[config.mk]
export PLATFORM = sky130hd
export DESIGN_NAME = cam_fastread_port
export DESIGN_NICKNAME = d
export VERILOG_FILES = /design/src/rtl/fr_pkg.sv /design/src/rtl/fr_table.sv /design/src/rtl/fr_decode.sv /design/src/rtl/fr_status.sv /design/src/rtl/cam_fastread_port.sv
export SDC_FILE = /design/constraint.sdc
export NUM_CORES = 2
export LEC_CHECK = 0
export ABC_AREA = 1
export BUFFER_PORTS_ARGS = -buffer_cell sky130_fd_sc_hd__buf_2
export CAP_MARGIN = 0
export CORE_UTILIZATION = 29
export CTS_BUF_LIST = sky130_fd_sc_hd__clkbuf_2
export DETAILED_ROUTE_END_ITERATION = 7
export SLEW_MARGIN = 20
export SYNTH_ARGS = -nofsm -noshare
export SYNTH_HDL_FRONTEND = slang
export SYNTH_HIERARCHICAL = 1
export SYNTH_SLANG_ARGS = --single-unit
[constraint.sdc]
create_clock -name clk -period 8.2 [get_ports clk]
set_input_delay 1.64 -clock clk [delete_from_list [all_inputs] [get_ports clk]]
set_output_delay 1.64 -clock clk [all_outputs]
set_load 0.02 [all_outputs]
[src/rtl/fr_pkg.sv]
package fr_pkg;

    localparam int WORD_W  = 16;
    localparam int NUM_IO  = 4;
    localparam int ENTRY_W = WORD_W * NUM_IO;
    localparam int PTR_W   = 14;
    localparam int SEL_W   = $clog2(NUM_IO);

    localparam int FLAG_QEMPTY = 4;
    localparam int FLAG_ERR    = 7;

    localparam logic [WORD_W-1:0] ERR_READ_BUSY = 16'hFFFC;
    localparam logic [WORD_W-1:0] ERR_LOAD_BUSY = 16'hFFFD;

    typedef enum logic [1:0] {
        OP_NOP  = 2'b00,
        OP_LOAD = 2'b01,
        OP_READ = 2'b10,
        OP_RSVD = 2'b11
    } op_e;

    typedef struct packed {
        logic              do_load;
        logic              do_read;
        logic              refuse;
        logic [WORD_W-1:0] code;
    } cmd_dec_t;

    function automatic logic [PTR_W-1:0] step_ptr(input logic [PTR_W-1:0] p,
                                                  input int unsigned depth);
        if (32'(p) + 32'd1 >= depth)
            return '0;
        return p + 1'b1;
    endfunction

endpackage

[src/rtl/fr_table.sv]
module fr_table
    import fr_pkg::*;
#(
    parameter int DEPTH  = 16,
    parameter int ADDR_W = $clog2(DEPTH)
) (
    input  logic               clk,
    input  logic               rst,
    input  logic               wr_en,
    input  logic [ADDR_W-1:0]  wr_addr,
    input  logic [ENTRY_W-1:0] wr_data,
    input  logic [PTR_W-1:0]   rd_ptr,
    output logic [ENTRY_W-1:0] rd_data
);

    logic [ENTRY_W-1:0] rows [DEPTH];

    genvar g;
    generate
        for (g = 0; g < DEPTH; g++) begin : g_row
            always_ff @(posedge clk) begin
                if (rst)
                    rows[g] <= '0;
                else if (wr_en && (32'(wr_addr) == g))
                    rows[g] <= wr_data;
            end
        end
    endgenerate

    logic in_range;
    assign in_range = (32'(rd_ptr) < DEPTH);

    always_comb begin
        rd_data = '0;
        for (int i = 0; i < DEPTH; i++) begin
            if (in_range && (32'(rd_ptr) == i))
                rd_data = rows[i];
        end
    end

endmodule

[src/rtl/fr_decode.sv]
module fr_decode
    import fr_pkg::*;
(
    input  logic       cmd_valid,
    input  logic [1:0] cmd_op,
    input  logic       queue_empty,
    output cmd_dec_t   dec
);

    op_e op;
    assign op = op_e'(cmd_op);

    always_comb begin
        dec = '0;
        if (cmd_valid) begin
            unique case (op)
                OP_LOAD: begin
                    if (queue_empty) begin
                        dec.do_load = 1'b1;
                    end else begin
                        dec.refuse = 1'b1;
                        dec.code   = ERR_LOAD_BUSY;
                    end
                end
                OP_READ: begin
                    if (queue_empty) begin
                        dec.do_read = 1'b1;
                    end else begin
                        dec.refuse = 1'b1;
                        dec.code   = ERR_READ_BUSY;
                    end
                end
                default: dec = '0;
            endcase
        end
    end

endmodule

[src/rtl/fr_status.sv]
module fr_status
    import fr_pkg::*;
(
    input  logic              clk,
    input  logic              rst,
    input  logic              queue_empty,
    input  logic              err_set,
    input  logic [WORD_W-1:0] err_code_in,
    input  logic              clr_wr,
    input  logic [WORD_W-1:0] clr_data,
    input  logic              ie_wr,
    input  logic [WORD_W-1:0] ie_data,
    output logic [WORD_W-1:0] flags,
    output logic [WORD_W-1:0] err_code,
    output logic              irq
);

    logic [WORD_W-1:0] set_vec;
    logic [WORD_W-1:0] pend_q;
    logic [WORD_W-1:0] ie_q;
    logic [WORD_W-1:0] live_vec;

    assign set_vec  = WORD_W'(err_set) << FLAG_ERR;
    assign live_vec = WORD_W'(queue_empty) << FLAG_QEMPTY;

    genvar b;
    generate
        for (b = 0; b < WORD_W; b++) begin : g_flag
            always_ff @(posedge clk) begin
                if (rst)
                    pend_q[b] <= 1'b0;
                else if (set_vec[b])
                    pend_q[b] <= 1'b1;
                else if (clr_wr && clr_data[b])
                    pend_q[b] <= 1'b0;
            end
        end
    endgenerate

    always_ff @(posedge clk) begin
        if (rst) begin
            ie_q     <= '0;
            err_code <= '0;
        end else begin
            if (ie_wr)
                ie_q <= ie_data;
            if (err_set)
                err_code <= err_code_in;
        end
    end

    assign flags = pend_q | live_vec;
    assign irq   = |(pend_q & ie_q);

endmodule

[src/rtl/cam_fastread_port.sv]
module cam_fastread_port
    import fr_pkg::*;
#(
    parameter int DEPTH  = 16,
    parameter int ADDR_W = $clog2(DEPTH)
) (
    input  logic               clk,
    input  logic               rst,
    input  logic               cmd_valid,
    input  logic [1:0]         cmd_op,
    input  logic               queue_empty,
    input  logic               ioreg_wr_en,
    input  logic [1:0]         ioreg_wr_sel,
    input  logic [15:0]        ioreg_wr_data,
    input  logic               tbl_wr_en,
    input  logic [ADDR_W-1:0]  tbl_wr_addr,
    input  logic [63:0]        tbl_wr_data,
    input  logic               flag_clr_wr,
    input  logic [15:0]        flag_clr_data,
    input  logic               irq_en_wr,
    input  logic [15:0]        irq_en_data,
    output logic [63:0]        io_data,
    output logic [13:0]        fast_ptr,
    output logic [15:0]        flags,
    output logic [15:0]        err_code,
    output logic               done,
    output logic               irq
);

    cmd_dec_t           dec;
    logic [ENTRY_W-1:0] entry;
    logic [WORD_W-1:0]  io_q [NUM_IO];
    logic [PTR_W-1:0]   ptr_q;
    logic               done_q;

    fr_decode u_dec (
        .cmd_valid   (cmd_valid),
        .cmd_op      (cmd_op),
        .queue_empty (queue_empty),
        .dec         (dec)
    );

    fr_table #(.DEPTH(DEPTH), .ADDR_W(ADDR_W)) u_tbl (
        .clk     (clk),
        .rst     (rst),
        .wr_en   (tbl_wr_en),
        .wr_addr (tbl_wr_addr),
        .wr_data (tbl_wr_data),
        .rd_ptr  (ptr_q),
        .rd_data (entry)
    );

    fr_status u_stat (
        .clk         (clk),
        .rst         (rst),
        .queue_empty (queue_empty),
        .err_set     (dec.refuse),
        .err_code_in (dec.code),
        .clr_wr      (flag_clr_wr),
        .clr_data    (flag_clr_data),
        .ie_wr       (irq_en_wr),
        .ie_data     (irq_en_data),
        .flags       (flags),
        .err_code    (err_code),
        .irq         (irq)
    );

    genvar w;
    generate
        for (w = 0; w < NUM_IO; w++) begin : g_io
            always_ff @(posedge clk) begin
                if (rst)
                    io_q[w] <= '0;
                else if (dec.do_read)
                    io_q[w] <= entry[w*WORD_W +: WORD_W];
                else if (ioreg_wr_en && (32'(ioreg_wr_sel) == w))
                    io_q[w] <= ioreg_wr_data;
            end
            assign io_data[w*WORD_W +: WORD_W] = io_q[w];
        end
    endgenerate

    always_ff @(posedge clk) begin
        if (rst) begin
            ptr_q  <= '0;
            done_q <= 1'b0;
        end else begin
            done_q <= dec.do_read;
            if (dec.do_load)
                ptr_q <= io_q[0][PTR_W-1:0];
            else if (dec.do_read)
                ptr_q <= step_ptr(ptr_q, DEPTH);
        end
    end

    assign fast_ptr = ptr_q;
    assign done     = done_q;

endmodule

==> metrics.csv <==
metric;value;unit
status;finished, final reports clean;
Lkg Pwr;22.6;nW
yosys warns;6;
CP arrival;6140;ps
Final Max Tran Viols;0;
synth-to-layout area growth;11.2;%
CP required;9390;ps
prevailing post-synth register cell;edfxtp_1;
Yosys top cell by area;edfxtp_1;
I/O Pins;240;
fin crit period;4950;ps
clock buffer depth;4;
Clk pin slew, worst setup/hold paths;100;ps
initial antenna violation count;11;
syn avg cell area;10.0;um2
async set or reset register ratio after synthesis;0;
footprint of the multi-input gates;15000;um2
Synth Cell Area;50500;um2
CP peak stage delay;810;ps
CTS tree;built;
first drt pass iteration count;8;
Routability Congestion;0.847;
Total Power Consumption;11.6;mW
Post-synth EDFFs;1088;
num rows;152;
Placeable Area;172000;um2
top post-synthesis cells by area;edfxtp_1 (65%), nor2_1 (9.8%), nand2_1 (7.4%);
DR vias/cell;5.00;
hpwl dp;95.6;mm
via count;38826;
Root Buffer;clkbuf_2;
Die W;419;um
starting DRC count in detailed routing;4020;
Max-Cap Viols;0;
Die Y;419;um
clock sink count;1121;
fraction of layout instances using a drive strength above 1;0.176;
Setup Viol. Count Final;0;
setup TNS;0;ps
first-pass GRT wire length;239;mm
register bit total from synthesis;1121;
# nets final;5392;
Max Freq;0.202;GHz
Hold WC Path Type;in2reg;
IR drop worst, VDD;0.0922;mV
commonest cells in the synthesized netlist;nor2_1 (1312), edfxtp_1 (1088), nand2_1 (1000);
Initial Util;0.293;
top cell type's share of synthesized area;0.647;
sequential share of the synthesized area;0.660;
Die ar.;176000;um2
Worst Tran Pin Value;1160;ps
most instantiated library cell after synthesis;nor2_1;
clock skew;189;ps
fill count;17752;
Post-CTS Resized;0;
critical path, cell by cell;nand2_1 > nor2_4 > inv_2 > buf_4 > o21ai_0 > a21oi_1 > nor2_1 > o211ai_1 > o21ai_0 > nand2_1 > nand2_1 > nand2_1 > nand2_1 > nand2_1 > nand2_1 > nand2_1 > nand2_1 > o21ai_0;
Seq. cell area;33300;um2
total gr overflow;0;
CTS Buf Count;313;
WL/cell;21.5;um
Post-Syn Instances;5049;
Final period util;0.603;
largest net degree at the start of global routing;68;
H-tree levels;5;
P per Cell Area;207;nW/um2
CP Capture Type;flip-flop;
post-route DRC violation count;0;
Slew headroom;0.228;
vias in the first global route;36820;
crit path max fanout;45;
port bufs;195;
crit-path most repeated cell;nand2_1;
Max stage delay cell, worst path;nand2_1;
Critical Path Source Type;flip-flop;
hold buffers post-CTS;0;
Post-CTS Setup Bufs;0;
Yosys cell types;43;
Hold Vio Cnt, Final;0;
critical path type;reg2reg;
Detail Route Antenna Nets;0;
Final Util;0.326;
Overall Global Routing Usage;0.184;
WL final;167;mm
clk_lat worst skew;1510;ps
RSZ-0062 raised after global routing;no;
[metal layers]
metal / vias to the layer above / GRT usage / routed length, um
met4: 10 / 0.0624 / 5180
met2: 2138 / 0.305 / 79000
met1: 18905 / 0.234 / 65200
met3: 318 / 0.0439 / 17300
li1: 17455 / - / -
met5: - / 0 / 51
[path summary, 6_finish.rpt]
check	startpoint	to	slack, ps	cells past startpoint
max reg2reg	fast_ptr[0]$_SDFFE_PP0P_	io_q[0][8]$_DFFE_PP_	3250	18
min	irq_en_data[7]	u_stat/ie_q[7]$_SDFFE_PP0P_	420	3
max	fast_ptr[0]$_SDFFE_PP0P_	io_q[0][8]$_DFFE_PP_	3250	18
min reg2reg	u_stat/err_code[13]$_SDFFE_PP0P_	u_stat/err_code[13]$_SDFFE_PP0P_	460	2
[final cells by class]
type / count / share of cell area
clock inverter: 46 / 0.00481
inverter: 183 / 0.0125
multi-input combinational: 3362 / 0.267
antenna: 3 / 0.000134
timing repair buffer: 280 / 0.0292
sequential: 1121 / 0.593
tap: 2310 / 0.0515
clock buffer: 460 / 0.0410
[cells by family (layout without fill, tap and decap cells)]
logic type,after synthesis,after routing,synth area share
other cells,2,18,0.000149
xor+xnor,2,2,0.000347
flops,1121,1121,0.660
buf+inv,579,969,0.0496
fa+ha+maj,3,3,0.000743
simple gates,2654,2654,0.214
compound gates,688,688,0.0756
[registers in the layout (all words and copies together), names as in the netlist]
name / flops
u_stat/pend_q: 1
io_q: 64
u_stat/ie_q: 1
u_tbl/rows: 1024
fast_ptr: 14
done: 1
u_stat/err_code: 16
[critical path, delay by kind of cell (launching register included)]
kind | cells | cell delay (ps)
simple gates | 11 | 1750
compound gates | 5 | 890
flops | 1 | 510
buf+inv | 2 | 1410
[stage by stage]
step	cell area (um2)	hold slack, ps	setup WS [ps]	cells
floorplan	50500	439	1090	5062
global placement	53500	445	3270	7254
detailed placement	53600	453	3050	7255
CTS	56100	219	3360	7761
global route	56200	317	3070	7763
finish	56200	420	3250	7765
[placed cells by master, fill, tap and decap left out, types with 22 or more instances in the layout]
cell type	Yosys	routed
clkbuf_2	0	460
nand2_2	22	22
dfxtp_1	33	33
nand2_1	1000	992
inv_1	170	165
nor2_1	1312	1307
nand4_1	24	24
buf_2	46	195
nand3_1	150	142
a21oi_1	244	244
o21ai_1	85	85
o211ai_1	43	43
o22ai_1	23	23
a221oi_1	32	32
clkinv_1	2	34
o21ai_0	225	217
buf_4	48	83
or2_2	90	90
edfxtp_1	1088	1088
[power breakdown]
| group | total [mW] | switching (mW) | leakage [nW] | internal (mW) |
|---|---|---|---|---|
| logic | 1.07 | 0.811 | 9.76 | 0.254 |
| clock network | 3.84 | 2.28 | 2.05 | 1.56 |
| registers | 6.70 | 0.0901 | 10.7 | 6.61 |
| total | 11.6 | 3.18 | 22.6 | 8.42 |
No activity file was read; power rests on OpenSTA's default activity.
